$ cat src/rtl/qos_arb_pkg.sv
package qos_arb_pkg;
   localparam int LVL_W = 2;
   typedef logic [LVL_W-1:0] qos_lvl_t;

   localparam qos_lvl_t QOS_BACKGROUND = 2'd0;
   localparam qos_lvl_t QOS_BANDWIDTH  = 2'd1;
   localparam qos_lvl_t QOS_LATENCY    = 2'd2;
   localparam qos_lvl_t QOS_CRITICAL   = 2'd3;

   // levels below QOS_LATENCY must sit out one cycle before service
   function automatic logic lvl_is_slow(qos_lvl_t l);
      return (l < QOS_LATENCY);
   endfunction
endpackage

$ cat src/rtl/qos_level_regs.sv
module qos_level_regs
   import qos_arb_pkg::*;
#(
   parameter int NUM_PORTS = 9,
   parameter int FIXED_PORT = NUM_PORTS - 1,
   parameter int SEL_W = 4,
   parameter int CFG_W = 32,
   parameter logic [NUM_PORTS*LVL_W-1:0] RESET_LEVELS = '1,
   localparam int BE_W = CFG_W / 8,
   localparam int LVLS_W = NUM_PORTS * LVL_W
) (
   input  logic              clk,
   input  logic              rst_n,
   input  logic              cfg_wr_i,
   input  logic [BE_W-1:0]   cfg_be_i,
   input  logic [SEL_W-1:0]  cfg_sel_i,
   input  logic [CFG_W-1:0]  cfg_wdata_i,
   output logic [CFG_W-1:0]  cfg_rdata_o,
   output logic [LVLS_W-1:0] levels_o
);
   generate
      if (CFG_W < 8 || (CFG_W % 8) != 0 || CFG_W <= LVL_W)
         $error("qos_level_regs: CFG_W must be a byte multiple wider than a level");
      if ((1 << SEL_W) < NUM_PORTS)
         $error("qos_level_regs: SEL_W too narrow for NUM_PORTS");
   endgenerate

   logic full_write;
   logic unused_wdata_hi;
   assign full_write      = cfg_wr_i && (&cfg_be_i);
   assign unused_wdata_hi = ^cfg_wdata_i[CFG_W-1:LVL_W];

   for (genvar i = 0; i < NUM_PORTS; i++) begin : g_lvl
      if (i == FIXED_PORT) begin : g_fixed
         assign levels_o[i*LVL_W +: LVL_W] = QOS_CRITICAL;
      end else begin : g_prog
         qos_lvl_t lvl_q;
         always_ff @(posedge clk) begin
            if (!rst_n)
               lvl_q <= RESET_LEVELS[i*LVL_W +: LVL_W];
            else if (full_write && cfg_sel_i == SEL_W'(i))
               lvl_q <= cfg_wdata_i[LVL_W-1:0];
         end
         assign levels_o[i*LVL_W +: LVL_W] = lvl_q;
      end
   end

   always_comb begin
      cfg_rdata_o = '0;
      for (int i = 0; i < NUM_PORTS; i++)
         if (cfg_sel_i == SEL_W'(i))
            cfg_rdata_o[LVL_W-1:0] = levels_o[i*LVL_W +: LVL_W];
   end

   AST_PARTIAL_WRITE_IGNORED: assert property (@(posedge clk) disable iff (!rst_n)
      (cfg_wr_i && !(&cfg_be_i)) |=> $stable(levels_o));
endmodule

$ cat src/rtl/qos_wait_gate.sv
module qos_wait_gate
   import qos_arb_pkg::*;
#(
   parameter int NUM_PORTS = 9,
   localparam int LVLS_W = NUM_PORTS * LVL_W
) (
   input  logic                 clk,
   input  logic                 rst_n,
   input  logic [NUM_PORTS-1:0] req_i,
   input  logic [NUM_PORTS-1:0] gnt_i,
   input  logic [LVLS_W-1:0]    levels_i,
   output logic [NUM_PORTS-1:0] elig_o
);
   logic [NUM_PORTS-1:0] waited_q;

   // a port has "waited" when it asked last cycle and was passed over
   always_ff @(posedge clk) begin
      if (!rst_n) waited_q <= '0;
      else        waited_q <= req_i & ~gnt_i;
   end

   for (genvar i = 0; i < NUM_PORTS; i++) begin : g_elig
      assign elig_o[i] = req_i[i] &&
         (!lvl_is_slow(levels_i[i*LVL_W +: LVL_W]) || waited_q[i]);
   end
endmodule

$ cat src/rtl/qos_prio_pick.sv
module qos_prio_pick
   import qos_arb_pkg::*;
#(
   parameter int NUM_PORTS = 9,
   localparam int LVLS_W = NUM_PORTS * LVL_W,
   localparam int IDX_W = (NUM_PORTS > 1) ? $clog2(NUM_PORTS) : 1
) (
   input  logic [NUM_PORTS-1:0] elig_i,
   input  logic [LVLS_W-1:0]    levels_i,
   output logic [NUM_PORTS-1:0] gnt_o
);
   logic             found;
   qos_lvl_t         best;
   logic [IDX_W-1:0] win;

   // strict greater-than keeps the lowest index among equals
   always_comb begin
      found = 1'b0;
      best  = '0;
      win   = '0;
      for (int i = 0; i < NUM_PORTS; i++) begin
         if (elig_i[i] && (!found || levels_i[i*LVL_W +: LVL_W] > best)) begin
            found = 1'b1;
            best  = levels_i[i*LVL_W +: LVL_W];
            win   = IDX_W'(i);
         end
      end
      gnt_o = '0;
      if (found) gnt_o[win] = 1'b1;
   end
endmodule

$ cat src/rtl/qos_ram_arbiter.sv
module qos_ram_arbiter
   import qos_arb_pkg::*;
#(
   parameter int NUM_PORTS = 9,
   parameter int ADDR_W = 10,
   parameter int DATA_W = 32,
   parameter int SEL_W = 4,
   parameter int CFG_W = 32,
   parameter logic [NUM_PORTS*LVL_W-1:0] RESET_LEVELS = 18'b11_11_10_10_10_10_10_10_11,
   localparam int LVLS_W = NUM_PORTS * LVL_W,
   localparam int BE_W = CFG_W / 8
) (
   input  logic                        clk,
   input  logic                        rst_n,
   input  logic [NUM_PORTS-1:0]        req_i,
   input  logic [NUM_PORTS-1:0]        we_i,
   input  logic [NUM_PORTS*ADDR_W-1:0] addr_i,
   input  logic [NUM_PORTS*DATA_W-1:0] wdata_i,
   output logic [NUM_PORTS-1:0]        gnt_o,
   output logic [NUM_PORTS-1:0]        rvalid_o,
   output logic [DATA_W-1:0]           rdata_o,
   output logic                        ram_en_o,
   output logic                        ram_we_o,
   output logic [ADDR_W-1:0]           ram_addr_o,
   output logic [DATA_W-1:0]           ram_wdata_o,
   input  logic [DATA_W-1:0]           ram_rdata_i,
   input  logic                        cfg_wr_i,
   input  logic [BE_W-1:0]             cfg_be_i,
   input  logic [SEL_W-1:0]            cfg_sel_i,
   input  logic [CFG_W-1:0]            cfg_wdata_i,
   output logic [CFG_W-1:0]            cfg_rdata_o
);
   generate
      if (NUM_PORTS < 2) $error("qos_ram_arbiter: needs at least two ports");
      if (ADDR_W < 1 || DATA_W < 1) $error("qos_ram_arbiter: bad RAM widths");
   endgenerate

   logic [LVLS_W-1:0]    levels;
   logic [NUM_PORTS-1:0] elig;

   qos_level_regs #(
      .NUM_PORTS(NUM_PORTS), .FIXED_PORT(NUM_PORTS-1), .SEL_W(SEL_W),
      .CFG_W(CFG_W), .RESET_LEVELS(RESET_LEVELS)
   ) u_regs (
      .clk(clk), .rst_n(rst_n), .cfg_wr_i(cfg_wr_i), .cfg_be_i(cfg_be_i),
      .cfg_sel_i(cfg_sel_i), .cfg_wdata_i(cfg_wdata_i),
      .cfg_rdata_o(cfg_rdata_o), .levels_o(levels)
   );

   qos_wait_gate #(.NUM_PORTS(NUM_PORTS)) u_gate (
      .clk(clk), .rst_n(rst_n), .req_i(req_i), .gnt_i(gnt_o),
      .levels_i(levels), .elig_o(elig)
   );

   qos_prio_pick #(.NUM_PORTS(NUM_PORTS)) u_pick (
      .elig_i(elig), .levels_i(levels), .gnt_o(gnt_o)
   );

   always_comb begin
      ram_en_o    = |gnt_o;
      ram_we_o    = 1'b0;
      ram_addr_o  = '0;
      ram_wdata_o = '0;
      for (int i = 0; i < NUM_PORTS; i++) begin
         if (gnt_o[i]) begin
            ram_we_o    = we_i[i];
            ram_addr_o  = addr_i[i*ADDR_W +: ADDR_W];
            ram_wdata_o = wdata_i[i*DATA_W +: DATA_W];
         end
      end
   end

   always_ff @(posedge clk) begin
      if (!rst_n) rvalid_o <= '0;
      else        rvalid_o <= gnt_o & ~we_i;
   end
   assign rdata_o = ram_rdata_i;

   AST_GRANT_ONEHOT: assert property (@(posedge clk) disable iff (!rst_n)
      $onehot0(gnt_o));
   AST_RAM_IDLE: assert property (@(posedge clk) disable iff (!rst_n)
      (req_i == '0) |-> !ram_en_o);

   for (genvar i = 0; i < NUM_PORTS; i++) begin : g_chk
      AST_GRANT_HAS_REQ: assert property (@(posedge clk) disable iff (!rst_n)
         gnt_o[i] |-> req_i[i]);
      AST_SLOW_WAITS: assert property (@(posedge clk) disable iff (!rst_n)
         (gnt_o[i] && lvl_is_slow(levels[i*LVL_W +: LVL_W]))
            |-> $past(req_i[i] && !gnt_o[i]));
      AST_FAST_SERVED: assert property (@(posedge clk) disable iff (!rst_n)
         (req_i[i] && !lvl_is_slow(levels[i*LVL_W +: LVL_W])) |-> (gnt_o != '0));
      AST_RVALID_AFTER_READ: assert property (@(posedge clk) disable iff (!rst_n)
         rvalid_o[i] |-> $past(gnt_o[i] && !we_i[i]));
   end
endmodule

$ cat config.mk
export PLATFORM = sky130hd
export DESIGN_NAME = qos_ram_arbiter
export DESIGN_NICKNAME = d
export VERILOG_FILES = /design/src/rtl/qos_arb_pkg.sv /design/src/rtl/qos_level_regs.sv /design/src/rtl/qos_wait_gate.sv /design/src/rtl/qos_prio_pick.sv /design/src/rtl/qos_ram_arbiter.sv
export SDC_FILE = /design/constraint.sdc
export NUM_CORES = 1
export LEC_CHECK = 0
export ABC_AREA = 0
export BUFFER_PORTS_ARGS = -buffer_cell sky130_fd_sc_hd__clkbuf_2
export CORE_AREA = 2 2 229 231
export DETAILED_ROUTE_END_ITERATION = 8
export DIE_AREA = 0 0 231 233
export SLEW_MARGIN = 10
export SYNTH_ARGS = -nofsm -noshare
export SYNTH_HDL_FRONTEND = slang
export SYNTH_SLANG_ARGS = --single-unit
$ cat constraint.sdc
create_clock -name clk -period 17.6 [get_ports clk]
set_input_delay 3.52 -clock clk [delete_from_list [all_inputs] [get_ports clk]]
set_output_delay 3.52 -clock clk [all_outputs]
set_load 0.02 [all_outputs]
== Yosys cells after proc, flatten, opt, wreduce, memory -nomap -nowiden ==
Index checks and enable logic that the tools add are counted.
W data, S select, Z words.
Word-level totals
  latch bits: 0
  memory bits (read-only): 0
  output and inout bits: 126
  flip-flop bits (word level): 33
  memories kept: 0
  input port bits: 471
  bits in writable memories: 0
  logic and storage cells: 165
Operators by class
  div/mod/pow operators: 0
  bitwise operators: 4
  mux-type cells: 64
  multipliers: 0
  add/sub/neg operators: 0
  reduce and logical (&&, ||, !) cells: 61
  shift-type cells: 0
  order comparisons: 18
  eq/ne operators: 8
Operators by type and width (number)
  $mux W32: 9
  $mux W10: 9
  $mux W2: 19
  $logic_and A1 B1 Y1: 26
  $mux W1: 20
  $eq A4 B3 Y1 const B: 4
  $logic_not A1 Y1: 16
  $logic_or A1 B1 Y1: 16
  $lt A2 B2 Y1 const B: 8
  $gt A2 B2 Y1: 7
  $mux W3: 4
  $and A9 B9 Y9: 1
  $mux W9: 1
  $not A9 Y9: 1
  $reduce_or A9 Y1: 1
  $and A8 B8 Y8: 1
  $eq A4 B2 Y1 const B: 2
  $not A8 Y8: 1
  $lt A4 B5 Y1 const B: 1
  $demux W1 S4: 1
  $eq A4 B1 Y1 const B: 1
  $eq A4 B4 Y1 const B: 1
  $ge A4 B1 Y1 const B: 1
  $logic_not A4 Y1: 1
  other kinds (3): 3

== Logic depth before layout (Yosys ltp) ==
  depth in word-level cells: 51
  mapped depth: 55

== Hierarchy ==
Synthesis repeated with hierarchy kept, for this count alone.
Second synthesis, totals
  cell total of the unflattened synthesis: 866
  area, all modules: 6655.1 um^2
Modules (own cells, without submodules)
  qos_ram_arbiter: area each 4131.5 um^2, cells each 565, seq. area each 180.2 um^2, times used 1
  qos_level_regs: area each 1194.9 um^2, cells each 137, seq. area each 320.3 um^2, times used 1
  qos_prio_pick: area each 1002.2 um^2, cells each 137, seq. area each 0.0 um^2, times used 1
  qos_wait_gate: area each 326.6 um^2, cells each 27, seq. area each 180.2 um^2, times used 1

== Least setup slack after synthesis ==
Ideal clock, no wire load.
  kind: in2out
  start point: input port req_i[0]
  end point: output port ram_wdata_o[15]
  arrival: 12.478 ns
  slack: 1.602 ns
  cell stages on the path: 49
  cell sequence: o21a_1 > and2_1 > ha_1 > nor2b_1 > o21ai_0 > o21ai_0 > a21bo_2 > ha_1 > nor2_1 > a211oi_1 > nor2_1 > o21ai_0 > mux2_2 > ha_1 > o21bai_1 > and2_1 > a31oi_1 > nor2_1 > [... 13 more ...] > mux2_2 > ha_1 > nand2b_1 > a221oi_1 > a21o_1 > buf_1 > nor2_1 > a21oi_1 > ha_1 > nor2b_1 > o211ai_1 > o211ai_1 > or4_1 > a22oi_2 > inv_2 > nor3_2 > nand2_1 > a31oi_1
Between the ends
  elaborated cells on any way between the ends: 73
RTL lines
  start: declaration: RTL line qos_ram_arbiter.sv:15  | input logic [NUM_PORTS-1:0] req_i,
  $logic_and A1 B1 Y1 *: RTL line qos_wait_gate.sv:23  | assign elig_o[i] = req_i[i] &&
  $mux W2 or $mux W1 (tied branches): RTL line qos_prio_pick.sv:22  | if (elig_i[i] && (!found || levels_i[i*LVL_W +: LVL_W] > best)) begin
  $gt A2 B2 Y1 or $logic_not A1 Y1 (tied branches): RTL line qos_prio_pick.sv:22
  $logic_or A1 B1 Y1: RTL line qos_prio_pick.sv:22
  $logic_and A1 B1 Y1: RTL line qos_prio_pick.sv:22
  $mux W2 or $mux W1 (tied branches): RTL line qos_prio_pick.sv:22
  $gt A2 B2 Y1 or $logic_not A1 Y1 (tied branches): RTL line qos_prio_pick.sv:22
  $logic_or A1 B1 Y1: RTL line qos_prio_pick.sv:22
  [... 25 more ...]
  $mux W4: RTL line qos_prio_pick.sv:22
  $lt A4 B5 Y1 (implied by the code) or $ge A4 B1 Y1 (tied branches): RTL line qos_prio_pick.sv:29  | if (found) gnt_o[win] = 1'b1;
  $logic_and A1 B1 Y1 (implied by the code): RTL line qos_prio_pick.sv:29
  $mux W1 (implied by the code): RTL line qos_prio_pick.sv:29
  $demux W1 S4
  $mux W9 *: RTL line qos_prio_pick.sv:29
  named net gnt_o[3]: RTL line qos_ram_arbiter.sv:19  | output logic [NUM_PORTS-1:0] gnt_o,
  $mux W32 * (6 in series): RTL line qos_ram_arbiter.sv:65  | if (gnt_o[i]) begin
  end: declaration: RTL line qos_ram_arbiter.sv:25  | output logic [DATA_W-1:0] ram_wdata_o,
The timed path passes the listed nets; every way through them passes the cells marked *.

== Worst setup path after layout ==
  start point: input port req_i[0]
  end point: output port ram_wdata_o[23]
Between the ends
  longest elaborated chain between the ends: 48
  elaborated cells on any way between the ends: 73
RTL lines (RTL line)
  $logic_and A1 B1 Y1 *: qos_wait_gate.sv:23
  $mux W2 or $mux W1 (tied branches): qos_prio_pick.sv:22
  $gt A2 B2 Y1 or $logic_not A1 Y1 (tied branches): qos_prio_pick.sv:22
  $logic_or A1 B1 Y1: qos_prio_pick.sv:22
  $logic_and A1 B1 Y1: qos_prio_pick.sv:22
  $mux W2 or $mux W1 (tied branches): qos_prio_pick.sv:22
  $gt A2 B2 Y1 or $logic_not A1 Y1 (tied branches): qos_prio_pick.sv:22
  $logic_or A1 B1 Y1: qos_prio_pick.sv:22
  [... 25 more ...]
  $mux W4: qos_prio_pick.sv:22
  $lt A4 B5 Y1 (implied by the code) or $ge A4 B1 Y1 (tied branches): qos_prio_pick.sv:29
  $logic_and A1 B1 Y1 (implied by the code): qos_prio_pick.sv:29
  $mux W1 (implied by the code): qos_prio_pick.sv:29
  $demux W1 S4
  $mux W9 *: qos_prio_pick.sv:29
  $mux W32 (8 in series): qos_ram_arbiter.sv:65
  $mux W32 *: qos_ram_arbiter.sv:65
Every way passes the cells marked *; elsewhere a longest branch is shown, timed or not.

==> impl_metrics.env <==
export IMPL_outcome="completed"
export IMPL_mappedNetlistArea_um2=5770
export IMPL_worstPathArrival_ns=13.45
export IMPL_timing_hold_worst_path_depth=2
export IMPL_fp_coreArea_um2=51100
export IMPL_average_wire_length_per_cell_after_detail_routing_um=23.5
export IMPL_slew_headroom_pct=31.8
export IMPL_reg2regPathDepth=51
export IMPL_drt_wl_total_um=45800
export IMPL_power_ir_vdd_worst_uv=41.2
export IMPL_hold_crit_endpoint="u_regs.g_lvl[0].g_prog.lvl_q[0]$_SDFFE_PN1P_"
export IMPL_cts_buffer_depth=2
export IMPL_numCtsBuffers=5
export IMPL_power_static_leakage_nw=4.48
export IMPL_switching_fraction_pct=53.2
export IMPL_fmaxAchievable_ghz=0.0589
export IMPL_drive_above_1_share_pct=47.2
export IMPL_worst_setup_path_startpoint="req_i[0]"
export IMPL_power_share_combinational_pct=78.5
export IMPL_fillers=5911
export IMPL_num_rows=83
export IMPL_postSynth_asyncResetShare_pct=0
export IMPL_first_iter_violations=748
export IMPL_syn_mean_instance_area_um2=7.15
export IMPL_hold_wc_path_type="reg -> reg"
export IMPL_clockPowerShare_pct=12.3
export IMPL_crit_family="compound AO/OA/AOI/OAI gates"
export IMPL_io_pins=597
export IMPL_initial_antenna_violation_count=38
export IMPL_power_share_sequential_pct=9.2
export IMPL_syn_to_final_growth_pct=63.0
export IMPL_dpl_hpwl_um=39200
export IMPL_drcViolationCount=0
export IMPL_worst_hold_startpoint="u_regs.g_lvl[0].g_prog.lvl_q[0]$_SDFFE_PN1P_"
export IMPL_critPathKind="in -> out"
export IMPL_met2WireLength_um=21500
export IMPL_synthCells=806
export IMPL_fp_dieArea_um2=53800
export IMPL_route_met3_wl_um=4950
export IMPL_cp_required_ns=14.08
export IMPL_count_of_final_setup_violators=0
export IMPL_grt_pass1_vias=8088
export IMPL_synth_cell_type_count=70
export IMPL_cell_internal_pwr_mw=0.401
export IMPL_place_gp_congestion=0.882
export IMPL_clock_root_buffer="clkbuf_16"
export IMPL_grt_pass1_wl_um=60500
export IMPL_period_minus_slack_ns=16.97
export IMPL_routed_via_count=8671
export IMPL_final_max_slew_viol_count=0
export IMPL_grt_max_degree=51
export IMPL_timing_final_crit_share_pct=96.4
export IMPL_crit_path_max_incr_delay_ns=0.79
export IMPL_grt_remaining_overflow=0
export IMPL_globalRouteTotalUtil_pct=16.0
export IMPL_sequential_cell_area_um2=661
export IMPL_drtAntennaViolNets=0
export IMPL_timing_critical_path_buf_inv=5
export IMPL_p_sw_mw=0.455
export IMPL_top_signal_layer_used="met5"
export IMPL_power_density_nw_per_um2=91.0
export IMPL_worstReg2RegStart="u_regs.g_lvl[0].g_prog.lvl_q[1]$_SDFFE_PN1P_"
export IMPL_worst_path_max_fanout=9
export IMPL_synth_main_ff_cell="dfxtp_1"
export IMPL_h_tree_depth=2
export IMPL_timing_worst_slew_pin_value_ns=1.02
export IMPL_multi_input_area_um2=4480
export IMPL_utilization_pct=18.4
export IMPL_max_cap_violations=0
export IMPL_die_h_um=233
export IMPL_drt_pre_antenna_iters=7
export IMPL_cp_start_kind="input port"
export IMPL_cts_tree="done"
export IMPL_synth_edf_count=0
export IMPL_fin_worst_hold_slack_ns=0.509
export IMPL_worst_skew_pair_late_latency_ns=0.29
export IMPL_numClockSinks=33
export IMPL_worst_case_register_to_register_setup_slack_ns=7.55
export IMPL_cpMostUsedCell="ha_1"
export IMPL_cpMaxStageDelayCell="a221oi_1"
export IMPL_start_util_pct=11.3
export IMPL_yosys_reg_bits=33
export IMPL_dieWidth_um=231
export IMPL_wirelength_met1_um=18000
export IMPL_worst_flop_to_flop_path_endpoint="rvalid_o[2]$_SDFF_PN0_"
export IMPL_holdBufCountCts=0
export IMPL_route_detailed_vias_per_inst=4.44
export IMPL_ys_warnings_count=0
export IMPL_synth_sequential_area_ratio_pct=11.5
export IMPL_worst_setup_path_end_kind="output pin"
export IMPL_final_setup_skew_ns=0.0127
export IMPL_report_final_hold_viol_count=0
export IMPL_io_buffer_count=472
export IMPL_clk_pin_slew_ns=0.07
export IMPL_layout_nets=1740
==> logic make-up (layout without fill, tap and decap cells) <==
logic type / after synthesis / after routing / synth area share, %
AO/OA/AOI/OAI: 268 / 268 / 37.1
flip-flops: 33 / 33 / 11.5
other: 1 / 42 / 0.0650
adder cells (fa/ha/maj): 11 / 11 / 2.39
buffers and inverters: 152 / 576 / 14.5
AND/OR/NAND/NOR: 291 / 291 / 25.6
multiplexers: 50 / 50 / 8.94
==> worst reg2reg max path, delay by kind of cell, from the launching register on <==
kind	cells	cell delay [ns]
compound gates	20	3.79
fa+ha+maj	7	1.94
buf+inv	7	0.96
flops	1	0.48
mux	1	0.40
simple gates	16	2.38
==> metrics by stage <==
stage          area (um^2)  instances  power [mW]  setup WS, ns  TNS, ns
6_report              9400       1951       0.856         0.631        0
5_1_grt               9390       1947       0.910       -0.0480   -0.200
4_1_cts               9290       1936       0.862        0.0797        0
3_5_place_dp          9120       1928       0.753         0.111        0
3_3_place_gp          9120       1928       0.754         0.160        0
2_1_floorplan         5880        835       0.446          1.60        0
==> power groups by stage <==
stage / clock, mW / sequential, mW / combinational [mW]
after floorplan: 0 / 0.0810 / 0.365
after global placement: 0 / 0.0800 / 0.674
after detailed placement: 0 / 0.0801 / 0.673
after CTS: 0.109 / 0.0784 / 0.675
after global routing: 0.111 / 0.0786 / 0.720
final: 0.105 / 0.0784 / 0.672
==> how the worst max path moves through the flow <==
stage,end,slack [ns],cells after the start
2_1_floorplan,ram_wdata_o[15],1.60,49
4_1_cts,ram_addr_o[2],0.08,50
5_1_grt,ram_addr_o[2],-0.05,55
3_3_place_gp,ram_addr_o[2],0.16,50
3_5_place_dp,ram_addr_o[2],0.11,50
6_report,ram_wdata_o[23],0.63,51
==> flip-flops by register name, summed over array words and instances (netlist names) <==
signal	count
u_regs.g_lvl.g_prog.lvl_q	16
rvalid_o	9
u_gate.waited_q	8
==> what timing repair did <==
item,4_1_cts,5_1_grt
setup endpoints to repair,0,49
resized for setup,0,11
buffers inserted,0,3
==> metal layers <==
metal / vias to the layer above / GRT usage (%)
met1: 4051 / 19.4
met3: 81 / 5.67
li1: 4001 / -
met2: 508 / 26.8
met4: 30 / 3.89
met5: - / 0
==> cells in the final DEF (no fill, tap or decap), types with 12 or more instances in the layout <==
master       n
a211o_1     39
a21oi_1     25
a221oi_1    39
buf_12      15
buf_4       64
clkbuf_2   472
conb_1      30
dfxtp_1     33
diode_2     12
inv_1       16
mux2i_1     47
nand2_1     92
nand3_1     62
nand4_1     39
nor2_1      27
o2111ai_1   34
o21ai_0     15
o22a_1      37
==> final cells by class <==
cell class                      instances  share of cell area (%)
Inverter                               17                   0.705
Clock inverter                          3                   0.492
Timing Repair Buffer                  551                    33.4
Clock buffer                            5                    1.33
Sequential cell                        33                    7.03
Tap cell                              680                    9.05
Multi-Input combinational cell        650                    47.6
Antenna cell                           12                   0.319
==> synthesized netlist by cell type (all sizes together), types with 21 or more instances <==
library cell,number,area share (%)
nand4,39,4.2
o22a,37,5.6
clkbuf,51,3.3
buf,84,10
a211o,39,5.9
o2111ai,37,5.6
nor2,31,2.1
o21ai,21,2.0
a221oi,39,5.9
nand3,63,5.5
a21oi,28,2.4
dfxtp,33,11
mux2i,47,8.2
nand2,95,6.2
Note: power is estimated with default switching activity, not from simulation.
